==> config.mk <==
export PLATFORM = sky130hd
export DESIGN_NAME = tod_timer
export DESIGN_NICKNAME = d
export VERILOG_FILES = /design/src/rtl/tod_pkg.sv /design/src/rtl/tod_frac_acc.sv /design/src/rtl/tod_ns_ctr.sv /design/src/rtl/tod_regport.sv /design/src/rtl/tod_timer.sv
export SDC_FILE = /design/constraint.sdc
export NUM_CORES = 1
export LEC_CHECK = 0
export ABC_AREA = 1
export ABC_CLOCK_PERIOD_IN_PS = 4520
export BUFFER_PORTS_ARGS = -buffer_cell sky130_fd_sc_hd__buf_2
export CAP_MARGIN = 5
export CORE_ASPECT_RATIO = 0.75
export CORE_MARGIN = 2
export CORE_UTILIZATION = 34
export CTS_BUF_LIST = sky130_fd_sc_hd__clkbuf_8 sky130_fd_sc_hd__clkbuf_16
export DETAILED_ROUTE_END_ITERATION = 10
export HOLD_SLACK_MARGIN = 0.06
export PLACE_DENSITY = 0.59
export SYNTH_ARGS = -nofsm -noshare
export SYNTH_HDL_FRONTEND = slang
export SYNTH_SLANG_ARGS = --single-unit
==> constraint.sdc <==
create_clock -name clk -period 4.52 [get_ports clk]
set_input_delay 0.904 -clock clk [delete_from_list [all_inputs] [get_ports clk]]
set_output_delay 0.904 -clock clk [all_outputs]
set_load 0.005 [all_outputs]
==> src/rtl/tod_pkg.sv <==
package tod_pkg;
    localparam int DATA_W  = 32;
    localparam int NS_W    = 40;
    localparam int FRAC_W  = 32;
    localparam int STEP_NS = 8;
    localparam int HI_W    = NS_W - DATA_W;

    typedef enum logic [2:0] {
        RA_RESID = 3'd0,
        RA_NS_LO = 3'd1,
        RA_NS_HI = 3'd2,
        RA_RATE  = 3'd3,
        RA_CTRL  = 3'd4
    } reg_addr_e;

    typedef struct packed {
        logic              neg;
        logic [FRAC_W-2:0] mag;
    } rate_t;

    typedef struct packed {
        logic [NS_W-1:0]   ns;
        logic [FRAC_W-1:0] frac;
    } tod_t;

    typedef struct packed {
        logic              carry;
        logic              borrow;
        logic [FRAC_W-1:0] frac;
    } acc_res_t;

    function automatic acc_res_t frac_step(input logic [FRAC_W-1:0] f, input rate_t r);
        logic [FRAC_W:0] s;
        acc_res_t        o;
        if (r.neg) begin
            s        = {1'b0, f} - {2'b00, r.mag};
            o.carry  = 1'b0;
            o.borrow = s[FRAC_W];
        end else begin
            s        = {1'b0, f} + {2'b00, r.mag};
            o.carry  = s[FRAC_W];
            o.borrow = 1'b0;
        end
        o.frac = s[FRAC_W-1:0];
        return o;
    endfunction

    function automatic logic [NS_W-1:0] ns_step(input logic carry, input logic borrow);
        return NS_W'(STEP_NS) + NS_W'(carry) - NS_W'(borrow);
    endfunction
endpackage

==> src/rtl/tod_frac_acc.sv <==
module tod_frac_acc
    import tod_pkg::*;
(
    input  logic              clk,
    input  logic              rst,
    input  logic              step,
    input  logic              load,
    input  logic [FRAC_W-1:0] load_frac,
    input  rate_t             rate,
    output logic [FRAC_W-1:0] frac_q,
    output logic              carry,
    output logic              borrow
);
    acc_res_t res;

    always_comb begin
        res    = frac_step(frac_q, rate);
        carry  = step & res.carry;
        borrow = step & res.borrow;
    end

    always_ff @(posedge clk) begin
        if (rst)       frac_q <= '0;
        else if (load) frac_q <= load_frac;
        else if (step) frac_q <= res.frac;
    end

    AST_ZERO_RATE_FRAC: assert property (@(posedge clk) disable iff (rst)
        (step && !load && rate.mag == '0) |=> $stable(frac_q));
endmodule

==> src/rtl/tod_ns_ctr.sv <==
module tod_ns_ctr
    import tod_pkg::*;
(
    input  logic            clk,
    input  logic            rst,
    input  logic            step,
    input  logic            carry,
    input  logic            borrow,
    input  logic            load,
    input  logic [NS_W-1:0] load_ns,
    output logic [NS_W-1:0] ns_q
);
    always_ff @(posedge clk) begin
        if (rst)       ns_q <= '0;
        else if (load) ns_q <= load_ns;
        else if (step) ns_q <= ns_q + ns_step(carry, borrow);
    end

    AST_STEP_RANGE: assert property (@(posedge clk) disable iff (rst)
        (step && !load) |=> (((ns_q - $past(ns_q)) >= NS_W'(STEP_NS - 1)) &&
                             ((ns_q - $past(ns_q)) <= NS_W'(STEP_NS + 1))));
endmodule

==> src/rtl/tod_regport.sv <==
module tod_regport
    import tod_pkg::*;
(
    input  logic              clk,
    input  logic              rst,
    input  logic              rd,
    input  logic              wr,
    input  logic [2:0]        addr,
    input  logic [DATA_W-1:0] wdata,
    input  tod_t              live,
    output rate_t             rate_q,
    output logic              halt_q,
    output logic              load,
    output tod_t              load_val,
    output logic [DATA_W-1:0] rdata
);
    reg_addr_e         ra;
    tod_t              snap_q;
    tod_t              stage_q;
    logic [DATA_W-1:0] rd_mux;

    always_comb begin
        ra       = reg_addr_e'(addr);
        load     = wr && (ra == RA_NS_HI);
        load_val = '{ns: {wdata[HI_W-1:0], stage_q.ns[DATA_W-1:0]}, frac: stage_q.frac};
        case (ra)
            RA_RESID: rd_mux = live.frac;
            RA_NS_LO: rd_mux = snap_q.ns[DATA_W-1:0];
            RA_NS_HI: rd_mux = DATA_W'(snap_q.ns[NS_W-1:DATA_W]);
            RA_RATE:  rd_mux = rate_q;
            RA_CTRL:  rd_mux = {halt_q, {(DATA_W-1){1'b0}}};
            default:  rd_mux = '0;
        endcase
    end

    always_ff @(posedge clk) begin
        if (rst) begin
            snap_q  <= '0;
            stage_q <= '0;
            rate_q  <= '0;
            halt_q  <= 1'b1;
            rdata   <= '0;
        end else begin
            if (wr) begin
                case (ra)
                    RA_RESID: stage_q.frac             <= wdata;
                    RA_NS_LO: stage_q.ns[DATA_W-1:0]   <= wdata;
                    RA_NS_HI: stage_q.ns[NS_W-1:DATA_W] <= wdata[HI_W-1:0];
                    RA_RATE:  rate_q                   <= rate_t'(wdata);
                    RA_CTRL:  halt_q                   <= wdata[DATA_W-1];
                    default: ;
                endcase
            end
            if (rd) begin
                rdata <= rd_mux;
                if (ra == RA_RESID) snap_q <= live;
            end
        end
    end

    AST_HI_UPPER_ZERO: assert property (@(posedge clk) disable iff (rst)
        (rd && addr == 3'd2) |=> (rdata[DATA_W-1:HI_W] == '0));
    AST_SNAP_HOLD: assert property (@(posedge clk) disable iff (rst)
        !(rd && addr == 3'd0) |=> $stable(snap_q));
endmodule

==> src/rtl/tod_timer.sv <==
module tod_timer
    import tod_pkg::*;
(
    input  logic        clk,
    input  logic        rst,
    input  logic        tick,
    input  logic        reg_rd,
    input  logic        reg_wr,
    input  logic [2:0]  reg_addr,
    input  logic [31:0] reg_wdata,
    output logic [31:0] reg_rdata
);
    rate_t             rate_q;
    logic              halt_q;
    logic              load;
    tod_t              load_val;
    tod_t              live;
    logic              run;
    logic              step;
    logic              carry;
    logic              borrow;
    logic [NS_W-1:0]   ns_q;
    logic [FRAC_W-1:0] frac_q;

    assign run  = tick & ~halt_q;
    assign step = run & ~load;
    assign live = '{ns: ns_q, frac: frac_q};

    tod_regport u_port (
        .clk(clk), .rst(rst), .rd(reg_rd), .wr(reg_wr), .addr(reg_addr),
        .wdata(reg_wdata), .live(live), .rate_q(rate_q), .halt_q(halt_q),
        .load(load), .load_val(load_val), .rdata(reg_rdata)
    );

    tod_frac_acc u_acc (
        .clk(clk), .rst(rst), .step(step), .load(load), .load_frac(load_val.frac),
        .rate(rate_q), .frac_q(frac_q), .carry(carry), .borrow(borrow)
    );

    tod_ns_ctr u_ns (
        .clk(clk), .rst(rst), .step(step), .carry(carry), .borrow(borrow),
        .load(load), .load_ns(load_val.ns), .ns_q(ns_q)
    );

    AST_IDLE_FREEZE: assert property (@(posedge clk) disable iff (rst)
        (halt_q && !load) |=> ($stable(ns_q) && $stable(frac_q)));
    AST_STAGED_NO_EFFECT: assert property (@(posedge clk) disable iff (rst)
        (reg_wr && reg_addr != 3'd2 && !run) |=> ($stable(ns_q) && $stable(frac_q)));
endmodule

; Word-level counts from Yosys, hierarchy flattened
; Cells that the tools add are included.
[word_totals]
elab_cells = 39
ramBits = 0
ff_bits = 241
latch_bits = 0
output_inout_bits = 32
input_bits = 40
mem_count = 0
mem_bits_ro = 0
[op_classes]
multipliers = 0
add_sub_neg = 5
eq_ne = 4
shift = 0
n_lt_le_gt_ge = 0
n_mux = 7
reduce_logical = 8
bitwise_logic = 6
div_mod_pow = 0
[ops]
columns = op, n
row1 = $pmux 32 s5, 1
row2 = $mux 32, 3
row3 = $mux 40, 2
row4 = $add 40x40->40, 1
row5 = $sub 40x1->40, 1
row6 = $add 32x31->33, 1
row7 = $sub 32x31->33, 1
row8 = $reduce_and 2->1, 5
row9 = $eq 3x2->1 const B, 2
row10 = $add 4x1->5 const A, 1
row11 = $and 1x1->1, 4
row12 = $eq 3x1->1 const B, 1
row13 = $eq 3x3->1 const B, 1
row14 = $logic_not 3->1, 1
row15 = $mux 2, 1
row16 = $not 1->1, 2
row17 = $reduce_bool 2->1, 1
row18 = $logic_and 1x1->1, 1

; Depth between registers and ports, before layout
[depth]
ltp_word = 10
mapped_depth = 34
ltp_nobuf = 33

; By module
; From an unflattened synthesis, not the netlist that was laid out.
[hier_totals]
hier_cells = 2601
hier_area_um2 = 15977.8
[by_module_without_submodules]
columns = mod, area_per_inst_um2, cells_per_inst, instances, seq_area_each_um2
row1 = tod_regport, 6851.6, 940, 1, 3383.2
row2 = tod_frac_acc, 6062.1, 1166, 1, 640.6
row3 = tod_ns_ctr, 3050.4, 492, 1, 800.8
row4 = tod_timer, 13.8, 3, 1, 0.0

; Worst setup path before layout
; Ideal clock, no wire load.
[synth_timing]
path_type = input to register
start = in reg_addr[1]
end = reg u_ns.ns_q[26]
stages = 27
t_required_ns = 4.388
arrival_ns = 3.833
setup_time_ns = 0.132
path_slack_ns = 0.555
n_path_buf = 2
path_cell_list = inv_1 > nor3_4 > nand2_4 > nand2_4 > inv_2 > buf_6 > buf_6 > nand3_1 > a21oi_1 > ha_1 > inv_1 > ha_1 > inv_1 > fa_1 > nand3b_1 > nand2_1 > nand2_1 > nand2_1 > nand2_1 > nand2_1 > nand2_1 > nand2_1 > nand2_1 > nand2_1 > nand2_1 > nand3_1 > a21oi_1
[synth_between]
elab_chain_len = 10
word_cells_on_any_way = 12
classes_between = add/sub: 3 / eq/ne: 1 / mux: 2 / bitwise: 4 / reduce/logical: 2
[synth_rtl]
columns = item, line_no
row1 = from (decl), tod_timer.sv:9  ; input logic [2:0] reg_addr,
row2 = $eq 3x2->1 *, -
row3 = $logic_and 1x1->1 *, tod_regport.sv:24  ; load = wr && (ra == RA_NS_HI);
row4 = $not 1->1, tod_timer.sv:26  ; assign step = run & ~load;
row5 = $and 1x1->1, tod_timer.sv:26
row6 = $and 1x1->1, tod_frac_acc.sv:18  ; carry = step & res.carry;
row7 = $add 4x1->5, tod_pkg.sv:49  ; return NS_W'(STEP_NS) + NS_W'(carry) - NS_W'(borrow);
row8 = $sub 40x1->40, tod_pkg.sv:49
row9 = $add 40x40->40, tod_ns_ctr.sv:16  ; else if (step) ns_q <= ns_q + ns_step(carry, borrow);
row10 = $mux 40, tod_ns_ctr.sv:16
row11 = $mux 40, tod_ns_ctr.sv:15  ; else if (load) ns_q <= load_ns;
row12 = to (signal assigned), tod_ns_ctr.sv:15
row13 = to (signal assigned), tod_ns_ctr.sv:16
row14 = to (decl), tod_ns_ctr.sv:11  ; output logic [NS_W-1:0] ns_q
; Mark *: on every way between the ends. The rest lies on a longest branch, timed or not. The select of a mux whose other input is x is not followed.
; A chain may end at the register's enable or synchronous reset.

; Worst setup path after layout
[layout_timing]
start = reg u_acc.frac_q[0]
end = reg u_ns.ns_q[30]
[layout_between]
elab_chain_len = 8
word_cells_on_any_way = 10
classes_between = add/sub: 5 / mux: 3 / bitwise: 2
[layout_rtl]
columns = item, line_no
row1 = from (decl), tod_frac_acc.sv:10  ; output logic [FRAC_W-1:0] frac_q,
row2 = from (signal assigned), tod_frac_acc.sv:24  ; else if (load) frac_q <= load_frac;
row3 = from (signal assigned), tod_frac_acc.sv:25  ; else if (step) frac_q <= res.frac;
row4 = $add 32x31->33, tod_pkg.sv:40  ; s = {1'b0, f} + {2'b00, r.mag};
row5 = $mux 2 *, tod_pkg.sv:35  ; if (r.neg) begin
row6 = $and 1x1->1, tod_frac_acc.sv:18
row7 = $add 4x1->5, tod_pkg.sv:49
row8 = $sub 40x1->40 *, tod_pkg.sv:49
row9 = $add 40x40->40 *, tod_ns_ctr.sv:16
row10 = $mux 40 *, tod_ns_ctr.sv:16
row11 = $mux 40 *, tod_ns_ctr.sv:15
; Marked as above.

==> results.yml <==
power_and_ir_drop:
  leakagePower_nw: 8.95
  share_seq_of_total_power_pct: 39.8
  powerDensity_nw_per_um2: 290
  internal_power_w: 0.00376
  combPwrFrac_pct: 18.6
  p_sw_share_pct: 32.0
  p_clk_share_pct: 41.7
  p_switching_w: 0.00177
  ir_drop_uv: 332
job:
  drv_cap: 0
logic_synthesis:
  synthTopCellsByCount: "843 x nand2_1, 434 x inv_1, 270 x a21oi_1"
  yosys-top-cells-area: "dfxtp_1 28%, nand2_1 19%, inv_1 9.6%, a21oi_1 8.0%, ha_1 7.6%"
  netlist_area_um2: 17000
  synth_largest_area_cell: "dfxtp_1"
  ys.flop_type: "dfxtp_1"
  postSynthCellCount: 2811
  yosys-mux-area-fraction_pct: 0
  syn_avg_cell_area_um2: 6.04
  yosys.area_share.xor_xnor_pct: 1.50
  synth_compound_area_share_pct: 17.6
  synth-edff-count: 0
  synth-adder-area-share_pct: 7.94
  yosysWarnings: 0
  synthArstFlopShare_pct: 0
  synth_top_family_by_area: "simple AND/OR/NAND/NOR gates"
  syn_nets: 2957
  synthSimpleGateAreaFrac_pct: 31.6
  ys_types: 45
  yosysSeqAreaShare_pct: 28.4
  synth-seq-cells: 241
  synth_top_area_share_pct: 28.4
  synth.most_common_cell: "nand2_1"
worst_hold_path:
  hold_class: "reg -> reg"
  worstHoldStart: "u_port.load_val[11]"
  worstHoldPathCells: 2
global_routing:
  grt_pass1_wl_um: 102000
  grt_usage_pct: 25.8
  antenna_found_initial: 1
  grt_max_degree: 112
  grt_pass1_vias: 16900
  overflow: 0
drt:
  wl_met3_um: 5670
  first_pass_iters: 6
  dr_total_vias: 18400
  wl_met2_um: 27400
  highest_layer: "met4"
  drc: 0
  wl_per_cell_um: 19.3
  first_iter_violations: 1944
  final_antenna_net_count: 0
  via_per_inst: 5.24
  drt-met1-wl_um: 33400
  wl_um: 67800
clock_tree:
  cts_num_sinks: 241
  clock_path_buffers: 3
  clkLatencyLatePin_ns: 0.57
  cts-htree-levels: 1
  path_clk_slew_ns: 0.08
  cts_tree: "built"
  cts-root-buf: "clkbuf_16"
  numCtsBuffers: 27
timing:
  worst_pin_slew_ns: 1.19
  hold_viol: 0
  drv_slew: 0
  setup_violations: 0
  final.setup.worst_slack_ns: 0.285
  slew_headroom_pct: 20.9
  clock.fmax_mhz: 236
  finalCritPeriodShare_pct: 93.7
  skew_ns: 0.0315
  post-route-min-period_ns: 4.24
critical_path:
  critPathKind: "reg -> reg"
  crit_start: "u_acc.frac_q[0]"
  cp-end-kind: "register"
  cp_data_required_time_ns: 4.95
  critical_path_arrival_ns: 4.66
  worst_path_most_repeated_cell: "nand2_1"
  worstReg2RegStart: "u_acc.frac_q[0]"
  slowest_delay_ns: 0.37
  startpoint_type: "register"
  critical_path.slowest_cell: "fa_1"
  worstPathMaxFanout: 4
  r2r_cells: 30
placed_design:
  dp_slack_ns: 0.0796
  port_buffers: 71
  dpl.cell_count: 3456
  dpl_cell_area_um2: 18000
  gp_congestion: 0.994
  dp_hpwl_um: 53000
die:
  start_util_pct: 34.6
  fp.dieArea_um2: 51800
  die_y_um: 198
  ios: 72
  die_w_um: 262
  core-area_um2: 49000
  fp-row-count: 70
final_layout:
  layout-drive-gt1-share_pct: 8.11
  stdcell_count: 3508
  final_area_um2: 19100
  num_antenna_cells: 0
  fin_util_pct: 38.9
  fin_nets: 2985
  area_growth_pct: 12.2
status:
  outcome: "finished clean"
==> metrics by stage <==
stage                     setup TNS, ns  power, W  hold WS, ns
after floorplan                       0   0.00289        0.425
after global placement                0   0.00322        0.439
after detailed placement              0   0.00323        0.440
after CTS                             0   0.00552        0.452
after global routing            -0.0103   0.00576        0.466
final                                 0   0.00553        0.449
==> worst paths after layout <==
path / endpoint / slack (ns)
max: u_ns.ns_q[30] / 0.28
max reg2reg: u_ns.ns_q[30] / 0.28
min reg2reg: u_port.load_val[11] / 0.45
min: u_port.load_val[11] / 0.45
==> registers in the layout, indices dropped and copies added (netlist names) <==
| register | cells |
|---|---|
| u_port.load_val | 64 |
| u_port.rdata | 32 |
| u_port.rate_q | 32 |
| u_acc.frac_q | 32 |
| u_ns.ns_q | 40 |
| u_port.halt_q | 1 |
| u_port.snap_q | 40 |
==> repair_timing <==
item,CTS,global route
endpoints found under the setup margin,0,29
hold endpoints to repair,0,0
hold buffers,0,0
gates resized for setup,0,44
buffers inserted,0,2
==> power groups by stage <==
stage	clock network [W]	logic [W]	registers (W)
global route	0.00242	0.00114	0.00220
finish	0.00231	0.00103	0.00220
CTS	0.00234	0.000985	0.00220
global placement	0	0.000976	0.00224
detailed placement	0	0.000980	0.00225
floorplan	0	0.000659	0.00223
==> cell families (layout without fill, tap and decap cells) <==
group                    Yosys count  after routing
buffers and inverters            559            608
AO/OA/AOI/OAI                    555            555
AND/OR/NAND/NOR                 1321           1321
XOR/XNOR                          29             29
adder cells (fa/ha/maj)          106            106
flip-flops                       241            241
==> cells in the final DEF, fill, tap and decap left out, types with 44 or more instances in the layout <==
cell type / netlist / layout
nand2_1: 843 / 833
inv_1: 434 / 434
a21oi_1: 270 / 267
dfxtp_1: 241 / 239
nor2_1: 237 / 231
o21ai_0: 179 / 179
nand3_1: 163 / 161
ha_1: 103 / 83
buf_2: 36 / 70
buf_4: 5 / 44
==> final cells by class <==
| cell class | count | area [um^2] |
|---|---|---|
| inverters | 442 | 1660 |
| clock inverters | 18 | 165 |
| well taps | 648 | 811 |
| flip-flops and latches | 241 | 4830 |
| repair buffers | 116 | 721 |
| clock buffers | 32 | 744 |
| fillers | 5399 | 30000 |
| multi-input cells | 2011 | 10100 |
==> critical path: cells and delay by family (launching register included) <==
kind,cells,cell delay (ns)
and+or+nand+nor,20,2.05
AOI/OAI and AO/OA,2,0.17
buffers and inverters,3,0.18
DFF,1,0.33
adders and majority gates,5,1.37
==> per-layer routing <==
| layer | track usage (%) | vias to the layer above |
|---|---|---|
| met4 | 5.00 | 0 |
| met1 | 39.2 | 8561 |
| met3 | 4.23 | 77 |
| li1 | - | 8999 |
| met5 | 0 | - |
| met2 | 37.7 | 737 |
Power figures use the tool's default switching activity.
